`src/rtl/fmc_pkg.sv`:
```
package fmc_pkg;

   localparam int unsigned FMC_REG_W = 64;

   typedef enum logic [1:0] {
      LVL_APP  = 2'd0,
      LVL_KERN = 2'd1,
      LVL_HYP  = 2'd2,
      LVL_TOP  = 2'd3
   } lvl_e;

   // true when bit b of the lock register is implemented
   function automatic bit guard_present(int unsigned b);
      return (b == 0) || (b == 7) ||
             (b >= 8  && b <= 16 && (b % 2) == 0) ||
             (b == 22) || (b == 23) ||
             (b >= 24 && b <= 32 && (b % 2) == 0) ||
             (b >= 36 && b <= 61);
   endfunction

   // span of the control field guarded by lock bit b
   function automatic int unsigned guard_width(int unsigned b);
      case (b)
         0, 16:                          return 6;
         32:                             return 3;
         8, 10, 12, 14, 24, 26, 28, 30:  return 2;
         default:                        return 1;
      endcase
   endfunction

   function automatic logic [FMC_REG_W-1:0] implemented_bits();
      logic [FMC_REG_W-1:0] v;
      v = '0;
      for (int b = 0; b < FMC_REG_W; b++)
         v[b] = guard_present(b);
      return v;
   endfunction

   function automatic logic [FMC_REG_W-1:0] spread_guard(logic [FMC_REG_W-1:0] m);
      logic [FMC_REG_W-1:0] g;
      g = '0;
      for (int b = 0; b < FMC_REG_W; b++)
         if (guard_present(b) && m[b])
            for (int k = 0; k < 6; k++)
               if (k < int'(guard_width(b)) && (b + k) < FMC_REG_W)
                  g[b+k] = 1'b1;
      return g;
   endfunction

endpackage

```
`src/rtl/fmc_guard_expand.sv`:
```
module fmc_guard_expand #(
   parameter int unsigned W = 64
) (
   input  logic [W-1:0] lock_i,
   output logic [W-1:0] guard_o
);
   // each implemented lock bit fans out over its field
   always_comb begin
      guard_o = '0;
      for (int b = 0; b < int'(W); b++) begin
         if (fmc_pkg::guard_present(b) && lock_i[b]) begin
            for (int k = 0; k < 6; k++) begin
               if (k < int'(fmc_pkg::guard_width(b)) && (b + k) < int'(W))
                  guard_o[b+k] = 1'b1;
            end
         end
      end
   end
endmodule

```
`src/rtl/fmc_lock_reg.sv`:
```
module fmc_lock_reg #(
   parameter int unsigned W = 64
) (
   input  logic         clk,
   input  logic         rst_n,
   input  logic         wr_i,
   input  logic [1:0]   lvl_i,
   input  logic [W-1:0] wdata_i,
   output logic [W-1:0] lock_o,
   output logic         refuse_o
);
   import fmc_pkg::*;

   localparam logic [W-1:0] IMPL = W'(implemented_bits());

   logic [W-1:0] lock_q;
   logic         accept;

   always_comb begin
      accept   = 1'b0;
      refuse_o = 1'b0;
      if (wr_i) begin
         case (lvl_e'(lvl_i))
            LVL_TOP: accept = 1'b1;
            LVL_HYP: begin
               if (lock_q == '0) accept   = 1'b1;
               else              refuse_o = 1'b1;
            end
            default: refuse_o = 1'b1;
         endcase
      end
   end

   always_ff @(posedge clk or negedge rst_n) begin
      if (!rst_n)      lock_q <= '0;
      else if (accept) lock_q <= wdata_i & IMPL;
   end

   assign lock_o = lock_q;
endmodule

```
`src/rtl/fmc_ctrl_reg.sv`:
```
module fmc_ctrl_reg #(
   parameter int unsigned W          = 64,
   parameter bit          TOP_BYPASS = 1'b1
) (
   input  logic         clk,
   input  logic         rst_n,
   input  logic         wr_i,
   input  logic [1:0]   lvl_i,
   input  logic [W-1:0] wdata_i,
   input  logic [W-1:0] guard_i,
   output logic [W-1:0] ctrl_o,
   output logic         refuse_o
);
   import fmc_pkg::*;

   logic [W-1:0] ctrl_q;
   logic [W-1:0] eff_guard;
   logic         accept;

   generate
      if (TOP_BYPASS) begin : g_bypass
         assign eff_guard = (lvl_e'(lvl_i) == LVL_TOP) ? '0 : guard_i;
      end else begin : g_strict
         assign eff_guard = guard_i;
      end
   endgenerate

   assign refuse_o = wr_i && (lvl_e'(lvl_i) == LVL_APP);
   assign accept   = wr_i && !refuse_o;

   always_ff @(posedge clk or negedge rst_n) begin
      if (!rst_n)      ctrl_q <= '0;
      else if (accept) ctrl_q <= (ctrl_q & eff_guard) | (wdata_i & ~eff_guard);
   end

   assign ctrl_o = ctrl_q;
endmodule

```
`src/rtl/fmask_ctl_pair.sv`:
```
module fmask_ctl_pair #(
   parameter int unsigned REG_W      = 64,
   parameter int unsigned LVL_W      = 2,
   parameter bit          TOP_BYPASS = 1'b1
) (
   input  logic             clk,
   input  logic             rst_n,
   input  logic             wr_en,
   input  logic             reg_sel,
   input  logic [LVL_W-1:0] priv,
   input  logic [REG_W-1:0] wdata,
   output logic [REG_W-1:0] rdata,
   output logic             undef
);
   generate
      if (REG_W != fmc_pkg::FMC_REG_W) begin : g_bad_width
         $error("fmask_ctl_pair: REG_W must equal the field map width");
      end
      if (LVL_W != 2) begin : g_bad_lvl
         $error("fmask_ctl_pair: LVL_W must be 2");
      end
   endgenerate

   logic [REG_W-1:0] ctrl_q;
   logic [REG_W-1:0] mask_q;
   logic [REG_W-1:0] guard;
   logic             ctrl_ref;
   logic             lock_ref;
   logic             undef_q;

   fmc_guard_expand #(.W(REG_W)) u_expand (
      .lock_i  (mask_q),
      .guard_o (guard)
   );

   fmc_lock_reg #(.W(REG_W)) u_lock (
      .clk      (clk),
      .rst_n    (rst_n),
      .wr_i     (wr_en && reg_sel),
      .lvl_i    (priv),
      .wdata_i  (wdata),
      .lock_o   (mask_q),
      .refuse_o (lock_ref)
   );

   fmc_ctrl_reg #(.W(REG_W), .TOP_BYPASS(TOP_BYPASS)) u_ctrl (
      .clk      (clk),
      .rst_n    (rst_n),
      .wr_i     (wr_en && !reg_sel),
      .lvl_i    (priv),
      .wdata_i  (wdata),
      .guard_i  (guard),
      .ctrl_o   (ctrl_q),
      .refuse_o (ctrl_ref)
   );

   always_ff @(posedge clk or negedge rst_n) begin
      if (!rst_n) undef_q <= 1'b0;
      else        undef_q <= lock_ref | ctrl_ref;
   end

   assign undef = undef_q;
   assign rdata = reg_sel ? mask_q : ctrl_q;
endmodule

```
`config.mk`:
```
export PLATFORM = sky130hd
export DESIGN_NAME = fmask_ctl_pair
export DESIGN_NICKNAME = d
export VERILOG_FILES = /design/src/rtl/fmc_pkg.sv /design/src/rtl/fmc_guard_expand.sv /design/src/rtl/fmc_lock_reg.sv /design/src/rtl/fmc_ctrl_reg.sv /design/src/rtl/fmask_ctl_pair.sv
export SDC_FILE = /design/constraint.sdc
export NUM_CORES = 1
export LEC_CHECK = 0
export ABC_CLOCK_PERIOD_IN_PS = 2700
export BUFFER_PORTS_ARGS = -buffer_cell sky130_fd_sc_hd__buf_4
export CAP_MARGIN = 40
export CORE_MARGIN = 2
export CORE_UTILIZATION = 58
export DETAILED_ROUTE_END_ITERATION = 16
export GPL_TIMING_DRIVEN = 0
export PLACE_DENSITY = 0.95
export RECOVER_POWER = 100
export SYNTH_ARGS = -nofsm -noshare
export SYNTH_HDL_FRONTEND = slang
export SYNTH_SLANG_ARGS = --single-unit
```
`constraint.sdc`:
```
create_clock -name clk -period 2.7 [get_ports clk]
set_input_delay 0 -clock clk [delete_from_list [all_inputs] [get_ports clk]]
set_output_delay 0 -clock clk [all_outputs]
set_load 0.05 [all_outputs]
```
# Word-level counts from Yosys, hierarchy flattened
# Cells that the tools add are included.
# word_totals
register_bits,105
latch_bits,0
mem_bits_rw,0
rom_bits,0
inputBits,70
out_inout_bits,65
word_cells,574
mem_count,0
# classes
addsub,0
n_mul,0
div,0
order_cmp,234
n_eq_ne,2
n_shift,0
n_mux,322
bitwise_logic,5
n_reduce_logical,8
# ops
op,count
$lt A3 B32 Y1 const A,79
$lt A4 B32 Y1 const A,75
$lt A1 B32 Y1 const A,40
$lt A2 B32 Y1 const A,40
$mux W32,40
$mux W1,238
$mux W6,37
$and A64 B64 Y64,2
$mux W64,2
$logic_not A64 Y1,1
$not A64 Y64,1
$or A64 B64 Y64,1
$mux W5,1
$eq A2 B2 Y1 const B,2
$logic_and A1 B1 Y1,4
$mux W4,1
$pmux W1 S2,2
$mux W3,1
$logic_not A1 Y1,2
$logic_not A2 Y1,1
$or A1 B1 Y1,1

# Depth between registers and ports, before layout
# Gate-level depths: netlist of run 1.
# depth
word_depth,72
depth_mapped,7
depth_no_buf,4

# By module
# Synthesis of run 1 repeated with hierarchy kept, for this count alone.
# hier_totals
hier_cells,907
hier_area_um2,8430.6
# modules_own_cells
mod,instances,cells_per_inst,area_each_um2,seq_area_each_um2
fmc_ctrl_reg,1,491,4324.1,1601.5
fmc_lock_reg,1,276,2648.8,1001.0
fmask_ctl_pair,1,75,973.4,25.0
fmc_guard_expand,1,65,484.2,0.0

# Worst setup path before layout of run 1
# No wires, ideal clock.
# synth_path
path_kind,register -> register
start,register u_lock.lock_q[8] (netlist: u_lock.lock_o[8])
end,register u_lock.lock_q[51] (netlist: u_lock.lock_o[51])
setup_ns,0.083
t_arrival_ns,1.343
t_required_ns,2.617
slack_ns,1.274
stages_incl_launch_ff,7
path_buffers,2
period_less_slack_ns,1.426
cell_sequence,dfrtp_1 > nor4b_1 > and4_1 > buf_2 > buf_2 > nand3_1 > o21ai_0
# synth_between
elab_chain_cells,4
# synth_rtl
element,line,source
from (decl),fmc_lock_reg.sv:16,logic [W-1:0] lock_q;
from (signal assigned),fmc_lock_reg.sv:36,else if (accept) lock_q <= wdata_i & IMPL;
$logic_not A64 Y1,fmc_lock_reg.sv:26,if (lock_q == '0) accept = 1'b1;
$mux W1,fmc_lock_reg.sv:26,
$pmux W1 S2,fmc_lock_reg.sv:23,case (lvl_e'(lvl_i))
$mux W1,fmc_lock_reg.sv:22,if (wr_i) begin
# No other way between the ends.
# A chain may end at the register's enable or synchronous reset.

==> results of run 1 <==
## report_power, final
part	switching (W)	internal, W
sequential	0.000302	0.00196
combinational	0.00129	0.000689
clock	0.000538	0.000574
total	0.00213	0.00322
## what timing repair did
action,in CTS,in global routing
endpoints found under the hold margin,150,0
buffers inserted,0,0
hold buffers,66,0
## worst paths after layout
check                                                end  cells past startpoint
setup / recovery                               flip-flop                      6
hold / removal                           undef$_DFF_PN0_                      4
setup reg to reg           u_lock.lock_o[12]$_DFFE_PN0P_                      5
hold reg to reg                                flip-flop                      1
max in group asynchronous  u_lock.lock_o[37]$_DFFE_PN0P_                      3
min in group asynchronous     asynchronous set/reset pin                      2
## cell families (layout without fill, tap and decap cells)
family	Yosys count	after routing
mux	144	144
buf+inv	35	252
compound gates	82	82
simple gates	84	84
flops	105	105
## metal layers
| layer | up-vias | routed length, µm | track usage |
|---|---|---|---|
| met1 | 2334 | 6360 | 0.395 |
| met2 | 211 | 8330 | 0.569 |
| met4 | 0 | 317 | 0.0969 |
| li1 | 2050 | - | - |
| met5 | - | 0 | 0 |
| met3 | 31 | 936 | 0.0728 |
## cells in the final DEF, fill, tap and decap left out, types with 6 or more instances in the layout
cell type / Yosys / routed
nand3_1: 40 / 40
mux2_1: 4 / 12
nor4_1: 8 / 8
buf_2: 8 / 6
buf_4: 5 / 77
a21oi_1: 29 / 39
o21ai_0: 21 / 40
dfrtp_1: 105 / 105
nor2b_1: 25 / 25
mux2i_1: 40 / 40
clkbuf_8: 0 / 11
clkbuf_1: 13 / 82
dlygate4sd3_1: 0 / 66
mux2_2: 100 / 92
## per-stage QoR
stage          utilization  cells  worst slack (ns)  hold WS [ns]
3_3_place_gp         0.717    695             0.807         0.233
3_5_place_dp         0.720    696             0.721        0.0487
2_1_floorplan            -    450              1.27        -0.296
6_report             0.774    778             0.545        0.0891
5_1_grt              0.774    778             0.408        0.0761
4_1_cts              0.817    778             0.678        0.0605
## worst register-to-register path, cell delays in order, from the launching register on
cell and delay [ns]:
dfrtp_1 0.42, nor4_1 0.41, and4_1 0.31, nand4_1 0.24, clkbuf_1 0.31, o21ai_0 0.33
## final cells by class
cell class	count	area, µm²	area share
clock buffers	12	155	0.0219
well taps	111	139	0.0196
flip-flops and latches	105	2630	0.371
multi-input cells	310	2470	0.348
clock inverters	4	75.1	0.0106
plain buffers	35	181	0.0256
repair buffers	201	1440	0.204
==> flow_summary.toml, run 1 <==
[floorplanning]
row_count = 35
initial_core_util = 0.592
die_h_um = 101
die-area_um2 = 10100
coreArea_um2 = 9150
io_pins = 135
die_w_um = 101

[run]
maxCapViolCount = 0

[worst_setup_path]
path_cells = "dlygate4sd3_1, clkbuf_1, or3b_1, clkbuf_1, a21oi_1, mux2_1"
critPathArrivalTime_ns = 2.40
cp-start-kind = "input pin"
rrSetupSlack_ns = 0.58
cp_top_family = "buffers and inverters"
slowest_stage = "a21oi_1"
crit_fanout = 8
crit_buf_inv = 3
timing.rr.start = "u_lock.lock_o[59]$_DFFE_PN0P_"
crit_top_cell = "clkbuf_1"
end_kind = "flip-flop"
required_ns = 2.95
critPathLaunch = "wr_en"
path_class = "input pin to flip-flop"
slowest_delay_ns = 0.68

[global_routing]
grt_max_degree = 61
grt_usage = 0.322
grt_pass1_vias = 4839
grt_first_pass_wirelength_mm = 25.3
antenna_found_initial = 0
grt.overflow.total = 0

[final_layout]
synthToLayoutAreaGrowth_pct = 30.9
final_nets = 732
fill_cells = 588
diodes = 0
design_area_um2 = 7090
drive_above_1_share = 0.292

[clock_network]
h-tree-depth = 3
cts.sink_count = 105
cts_root_buffer = "clkbuf_8"
cts.path.max_buffers = 2
insertion_delay_ns = 0.37
cts_resized = 0
cts_buffers = 9
path_clk_slew_ns = 0.10
tritoncts = "done"

[synthesis]
synth_edf_count = 0
syn-num-nets = 520
yosysSeqAreaShare = 0.485
synthTopCellsByArea = "dfrtp_1 49%, mux2_2 21%, mux2i_1 7.4%"
synth_mux_area_frac = 0.290
yosys.area.top_type = "dfrtp_1"
synth_compound_area_frac = 0.0973
synth_adder_area_share = 0
yosys_warnings = 0
synth-simple-area-share = 0.0876
netlist_top_cells_count = "105 x dfrtp_1, 100 x mux2_2, 40 x mux2i_1, 40 x nand3_1, 29 x a21oi_1"
synth_cell_types = 28
syn_area_per_cell_um2 = 12.0
synth_most_common_cell = "dfrtp_1"
synth_top_family_by_area = "multiplexers"
synth_area_um2 = 5410
async_flop_share = 1.00
synth-xor-area-share = 0
synth_seq_cells = 105
netlist_instances = 450
synthFlopType = "dfrtp_1"
synth_top_cell_area_share = 0.485

[drt]
wl_per_cell_um = 20.5
drtIter0Drc = 303
wirelength_mm = 15.9
antenna_left = 0
drcViolationCount = 0
num_vias = 4626
viasPerCell = 5.95
drt-pass1-iter-count = 5

[pwr]
cellLeakagePower_nw = 2.86
finalPower_w = 0.00536
vdd_ir_drop_max_v = 0.000470
pwr_density_cell_nw_per_um2 = 756

[sta]
setup_tns_ns = 0
finalCriticalPeriod_ns = 2.15
setup_viol_count_final = 0
hold_viol_final = 0
relSlewSlack = 0.223
drv_slew = 0
period_share = 0.798
rsz0062_at_grt = "false"
fin_skew_ns = 0.0123
max_freq_mhz = 464
worstMarginPinSlew_ns = 1.16

[placement]
placed_area_um2 = 6590
place.gp.congestion = 0.834
port_buffers = 134
dpl.hpwl_mm = 9.88

[hold_path]
hp-start = "priv[0]"
hp-class = "input pin to flip-flop"

[run_status]
status = "complete, no violations"
Power figures use the tool's default switching activity.
==> run 2: changes to the inputs <==
--- a/config.mk
+++ b/config.mk
@@ -5,14 +5,14 @@
 export SDC_FILE = /design/constraint.sdc
 export NUM_CORES = 1
 export LEC_CHECK = 0
-export ABC_CLOCK_PERIOD_IN_PS = 2700
+export ABC_CLOCK_PERIOD_IN_PS = 2100
 export BUFFER_PORTS_ARGS = -buffer_cell sky130_fd_sc_hd__buf_4
 export CAP_MARGIN = 40
 export CORE_MARGIN = 2
-export CORE_UTILIZATION = 58
+export CORE_UTILIZATION = 54
 export DETAILED_ROUTE_END_ITERATION = 16
 export GPL_TIMING_DRIVEN = 0
-export PLACE_DENSITY = 0.95
+export PLACE_DENSITY = 0.91
 export RECOVER_POWER = 100
 export SYNTH_ARGS = -nofsm -noshare
 export SYNTH_HDL_FRONTEND = slang
==> constraint.sdc (replaced) <==
create_clock -name clk -period 2.1 [get_ports clk]
set_input_delay 0 -clock clk [delete_from_list [all_inputs] [get_ports clk]]
set_output_delay 0 -clock clk [all_outputs]
set_load 0.05 [all_outputs]
==> run 2 against run 1 <==
  * Combinational power rose by 29%
  * Non-clock buffer count did not move
  * Cell count rose by 2.8%
  * Largest cell class unchanged
==> flow_summary.toml, run 2 (synthesized netlist as in run 1, its figures left out) <==
[floorplanning]
io_pins = 135
die-area_um2 = 10800
die_h_um = 104
row_count = 36
initial_core_util = 0.554
coreArea_um2 = 9770
die_w_um = 104

[drt]
drt-pass1-iter-count = 5
wl_per_cell_um = 19.5
drcViolationCount = 0
drtIter0Drc = 284
num_vias = 4524
viasPerCell = 5.66
antenna_left = 0
wirelength_mm = 15.6

[sta]
hold_viol_final = 0
relSlewSlack = 0.0794
period_share = 0.946
drv_slew = 0
max_freq_mhz = 503
finalHoldWorstSlack_ns = 0.0460
fin_skew_ns = 0.00968
setup_viol_count_final = 0
rsz0062_at_grt = "false"
worstMarginPinSlew_ns = 1.38
finalCriticalPeriod_ns = 1.99
setup_tns_ns = 0

[global_routing]
antenna_found_initial = 0
grt_busiest_layer = "met2"
grt_max_degree = 54
gr-usage-met3 = 0.0645
grt.overflow.total = 0
gr-usage-met2 = 0.500
globalRouteMet1Util = 0.367
grt_pass1_vias = 4892
grt_first_pass_wirelength_mm = 25.2
grt_usage = 0.296

[run_status]
status = "complete, no violations"

[final_layout]
synthToLayoutAreaGrowth_pct = 32.0
drive_above_1_share = 0.324
final_nets = 732
final_common_cell = "dfrtp_1"
diodes = 0
final_util = 0.731
layout_common_cells = "105 x dfrtp_1, 95 x mux2_2, 79 x buf_4"
fill_cells = 688

[clock_network]
cts_root_buffer = "clkbuf_8"
cts.sink_count = 105
insertion_delay_ns = 0.39
tritoncts = "done"
cts.path.max_buffers = 2
h-tree-depth = 3
path_clk_slew_ns = 0.10
cts_buffers = 9

[run]
maxCapViolCount = 0

[worst_setup_path]
slowest_delay_ns = 0.56
end_kind = "flip-flop"
critPathArrivalTime_ns = 2.26
cp-start-kind = "input pin"
path_class = "input pin to flip-flop"
slowest_stage = "dlygate4sd3_1"
required_ns = 2.37
crit_fanout = 10
path_cells = "dlygate4sd3_1, buf_4, or3b_1, clkbuf_1, buf_2, a21oi_1, mux2_2"

[placement]
place.gp.congestion = 0.798
dpl.hpwl_mm = 9.83
port_buffers = 134

[pwr]
cellLeakagePower_nw = 2.91
pwr_density_cell_nw_per_um2 = 965
vdd_ir_drop_max_v = 0.000586

[hold_path]
hp-class = "input pin to flip-flop"
-- run 2: changes by cell type in the layout (fill, tap and decap cells not counted), sizes merged --
cell / delta
buf: +3
clkbuf: -1
clkinvlp: -2
-- run 2: final cells by class --
type	instances	area (µm²)	share of cell area
multi-input combinational	310	2470	0.346
clock inverter	2	60.1	0.00840
timing repair buffer	201	1480	0.208
tap	133	166	0.0233
buffer	35	173	0.0242
clock buffer	14	163	0.0228
sequential	105	2630	0.368
-- run 2: path summary, 6_finish.rpt --
path,slack [ns],to,start,depth (start not counted)
min in group asynchronous,0.47,u_lock.lock_o[53]$_DFFE_PN0P_,rst_n,2
worst min register to register,0.49,flip-flop,flip-flop,1
max in group asynchronous,0.74,asynchronous set/reset pin,rst_n,3
worst max register to register,0.13,u_lock.lock_o[28]$_DFFE_PN0P_,u_lock.lock_o[59]$_DFFE_PN0P_,5
worst min-delay path,0.05,undef$_DFF_PN0_,priv[0],4
worst max-delay path,0.11,flip-flop,wr_en,7
-- run 2: what timing repair did --
item / in CTS / in global routing
hold endpoints to repair: 157 / 0
endpoints found under the setup margin: 0 / 9
resized for setup: 0 / 4
hold buffers: 66 / 0
buffers inserted: 0 / 0
-- run 2: critical path, delay by kind of cell --
kind,cells,cell delay (ns)
compound gates,1,0.28
mux,1,0.38
simple gates,1,0.36
buf+inv,4,1.24
-- run 2: report_power, final --
group | leakage, nW | switching (W) | internal, W
Sequential | 1.24 | 0.000386 | 0.00252
Clock | 0.111 | 0.000688 | 0.000740
Combinational | 1.56 | 0.00165 | 0.000913
-- run 2: layer usage --
metal	vias to the layer above	share of wire
met4	0	0.030
met1	2242	0.41
met5	-	0
li1	2061	-
met2	185	0.50
met3	36	0.056
-- run 2: through the flow --
step,setup WS (ns),area (µm²),total power (W),cells
4_1_cts,0.110,7500,0.00712,800
3_3_place_gp,0.218,6590,0.00549,717
2_1_floorplan,0.674,5410,0.00476,450
5_1_grt,0.0111,7150,0.00717,800
6_report,0.113,7150,0.00690,800
3_5_place_dp,0.145,6610,0.00562,718
==> run 3: changes to the inputs <==
==> constraint.sdc (replaced) <==
create_clock -name clk -period 2.1 [get_ports clk]
set_input_delay 0 -clock clk [delete_from_list [all_inputs] [get_ports clk]]
set_output_delay 0 -clock clk [all_outputs]
set_load 0.005 [all_outputs]
==> run 3 against run 2 <==
  * Cell count unchanged
  * Count of clock-buffer cells in the layout unchanged
  * Via count up 0.57%
  * Critical path type unchanged
  * Register-to-register slack worse by 0.02 ns
  * Utilization up 1.5 points
  * Maximum frequency down 0.50%
  * Critical path depth unchanged
  * Die area unchanged
  * Highest routed layer unchanged
  * Power down 13%
==> flow_summary.toml, run 3 (synthesized netlist as in run 1, its figures left out) <==
[run_status]
status = "complete, no violations"

[clock_network]
insertion_delay_ns = 0.38
cts.sink_count = 105
path_clk_slew_ns = 0.09
cts_root_buffer = "clkbuf_8"
cts.path.max_buffers = 2
cts_setup_buffers = 0
h-tree-depth = 3
tritoncts = "done"
cts_buffers = 9

[worst_setup_path]
cp-start-kind = "input pin"
crit_fanout = 10
required_ns = 2.37
slowest_stage = "dlygate4sd3_1"
path_class = "input pin to flip-flop"
path_cells = "dlygate4sd3_1, buf_4, or3b_1, clkbuf_1, buf_2, a21oi_1, mux2_2"
crit_buf_inv = 4
slowest_delay_ns = 0.57
cp_top_family = "buffers and inverters"
end_kind = "flip-flop"
critPathArrivalTime_ns = 2.27

[drt]
drtIter0Drc = 282
num_vias = 4550
wl_per_cell_um = 19.4
viasPerCell = 5.69
drcViolationCount = 0
antenna_left = 0
wirelength_mm = 15.5
drt-pass1-iter-count = 4

[final_layout]
final_common_cell = "dfrtp_1"
drive_above_1_share = 0.364
seqCellArea_um2 = 2630
fill_cells = 632
multi_input_area_um2 = 2470
final_nets = 732
synthToLayoutAreaGrowth_pct = 34.7
layout_common_cells = "105 x dfrtp_1, 91 x mux2_2, 85 x buf_4"
diodes = 0
design_area_um2 = 7290

[sta]
drv_slew = 0
max_freq_mhz = 501
setup_viol_count_final = 0
period_share = 0.951
hold_viol_final = 0
setup_tns_ns = 0
fin_skew_ns = 0.00765
worstMarginPinSlew_ns = 1.36
relSlewSlack = 0.0914
finalCriticalPeriod_ns = 2.00
rsz0062_at_grt = "false"

[pwr]
cellLeakagePower_nw = 3.03
pwr-share-seq = 0.483
pwr_density_cell_nw_per_um2 = 826
power_switching_share = 0.290
intPower_w = 0.00428
p_switching_w = 0.00175
combinationalPowerShare = 0.281
vdd_ir_drop_max_v = 0.000492
clock_power_share = 0.236

[run]
maxCapViolCount = 0

[floorplanning]
io_pins = 135
die-area_um2 = 10800
die_w_um = 104
initial_core_util = 0.554
row_count = 36
coreArea_um2 = 9770
die_h_um = 104

[global_routing]
grt_usage = 0.296
grt_first_pass_wirelength_mm = 25.2
grt_pass1_vias = 4892
grt.overflow.total = 0
grt_max_degree = 54
antenna_found_initial = 0

[placement]
dpl.hpwl_mm = 9.83
placed_area_um2 = 6610
place.gp.congestion = 0.798
port_buffers = 134

[hold_path]
hp-class = "input pin to flip-flop"
run 3: power groups by stage:
| stage | Sequential, W | Clock, W | Combinational [W] |
|---|---|---|---|
| after detailed placement | 0.00294 | 0 | 0.00167 |
| final | 0.00291 | 0.00142 | 0.00170 |
| after CTS | 0.00290 | 0.00144 | 0.00178 |
| after global placement | 0.00289 | 0 | 0.00160 |
| after floorplan | 0.00280 | 0 | 0.000937 |
| after global routing | 0.00296 | 0.00152 | 0.00183 |
run 3: worst paths after layout:
kind	from	end	slack, ns	depth (start not counted)
max	wr_en	flip-flop	0.10	7
min	priv[0]	undef$_DFF_PN0_	0.05	4
max reg2reg	u_lock.lock_o[59]$_DFFE_PN0P_	u_lock.lock_o[8]$_DFFE_PN0P_	0.11	5
min reg2reg	flip-flop	flip-flop	0.49	1
max in group asynchronous	rst_n	asynchronous set/reset pin	0.75	3
min in group asynchronous	rst_n	u_lock.lock_o[53]$_DFFE_PN0P_	0.46	2
run 3: stage by stage:
| stage | util | power, W | instances | hold slack (ns) | setup slack, ns |
|---|---|---|---|---|---|
| after floorplan | - | 0.00374 | 450 | -0.296 | 0.674 |
| after global placement | 0.674 | 0.00449 | 717 | 0.233 | 0.218 |
| after detailed placement | 0.677 | 0.00461 | 718 | 0.0938 | 0.145 |
| after CTS | 0.767 | 0.00612 | 800 | 0.0388 | 0.110 |
| after global routing | 0.746 | 0.00631 | 800 | 0.0523 | 0.0111 |
| final | 0.746 | 0.00603 | 800 | 0.0491 | 0.103 |
run 3: routing by layer:
| layer | track usage | part of all wire | vias to the layer above |
|---|---|---|---|
| li1 | - | - | 2065 |
| met1 | 0.367 | 0.41 | 2273 |
| met2 | 0.500 | 0.50 | 178 |
| met3 | 0.0645 | 0.058 | 34 |
| met4 | 0.132 | 0.030 | 0 |
| met5 | 0 | 0 | - |
run 3: layout make-up:
| class | count | area share |
|---|---|---|
| Buffer | 35 | 0.0237 |
| Sequential cell | 105 | 0.360 |
| Tap cell | 133 | 0.0228 |
| Timing Repair Buffer | 201 | 0.223 |
| Clock inverter | 2 | 0.00824 |
| Clock buffer | 14 | 0.0223 |
| Multi-Input combinational cell | 310 | 0.339 |
run 3: worst reg2reg max path, stage by stage (launching register included):
cell	delay, ns
dfrtp_1	0.43
nor4_1	0.42
and4_1	0.31
nand4_1	0.23
clkbuf_2	0.29
o21ai_0	0.23
run 3: timing repair:
action | in CTS | in global routing
resized for setup | 0 | 4
hold buffers | 66 | 0
endpoints found under the setup margin | 0 | 9
hold endpoints to repair | 157 | 0
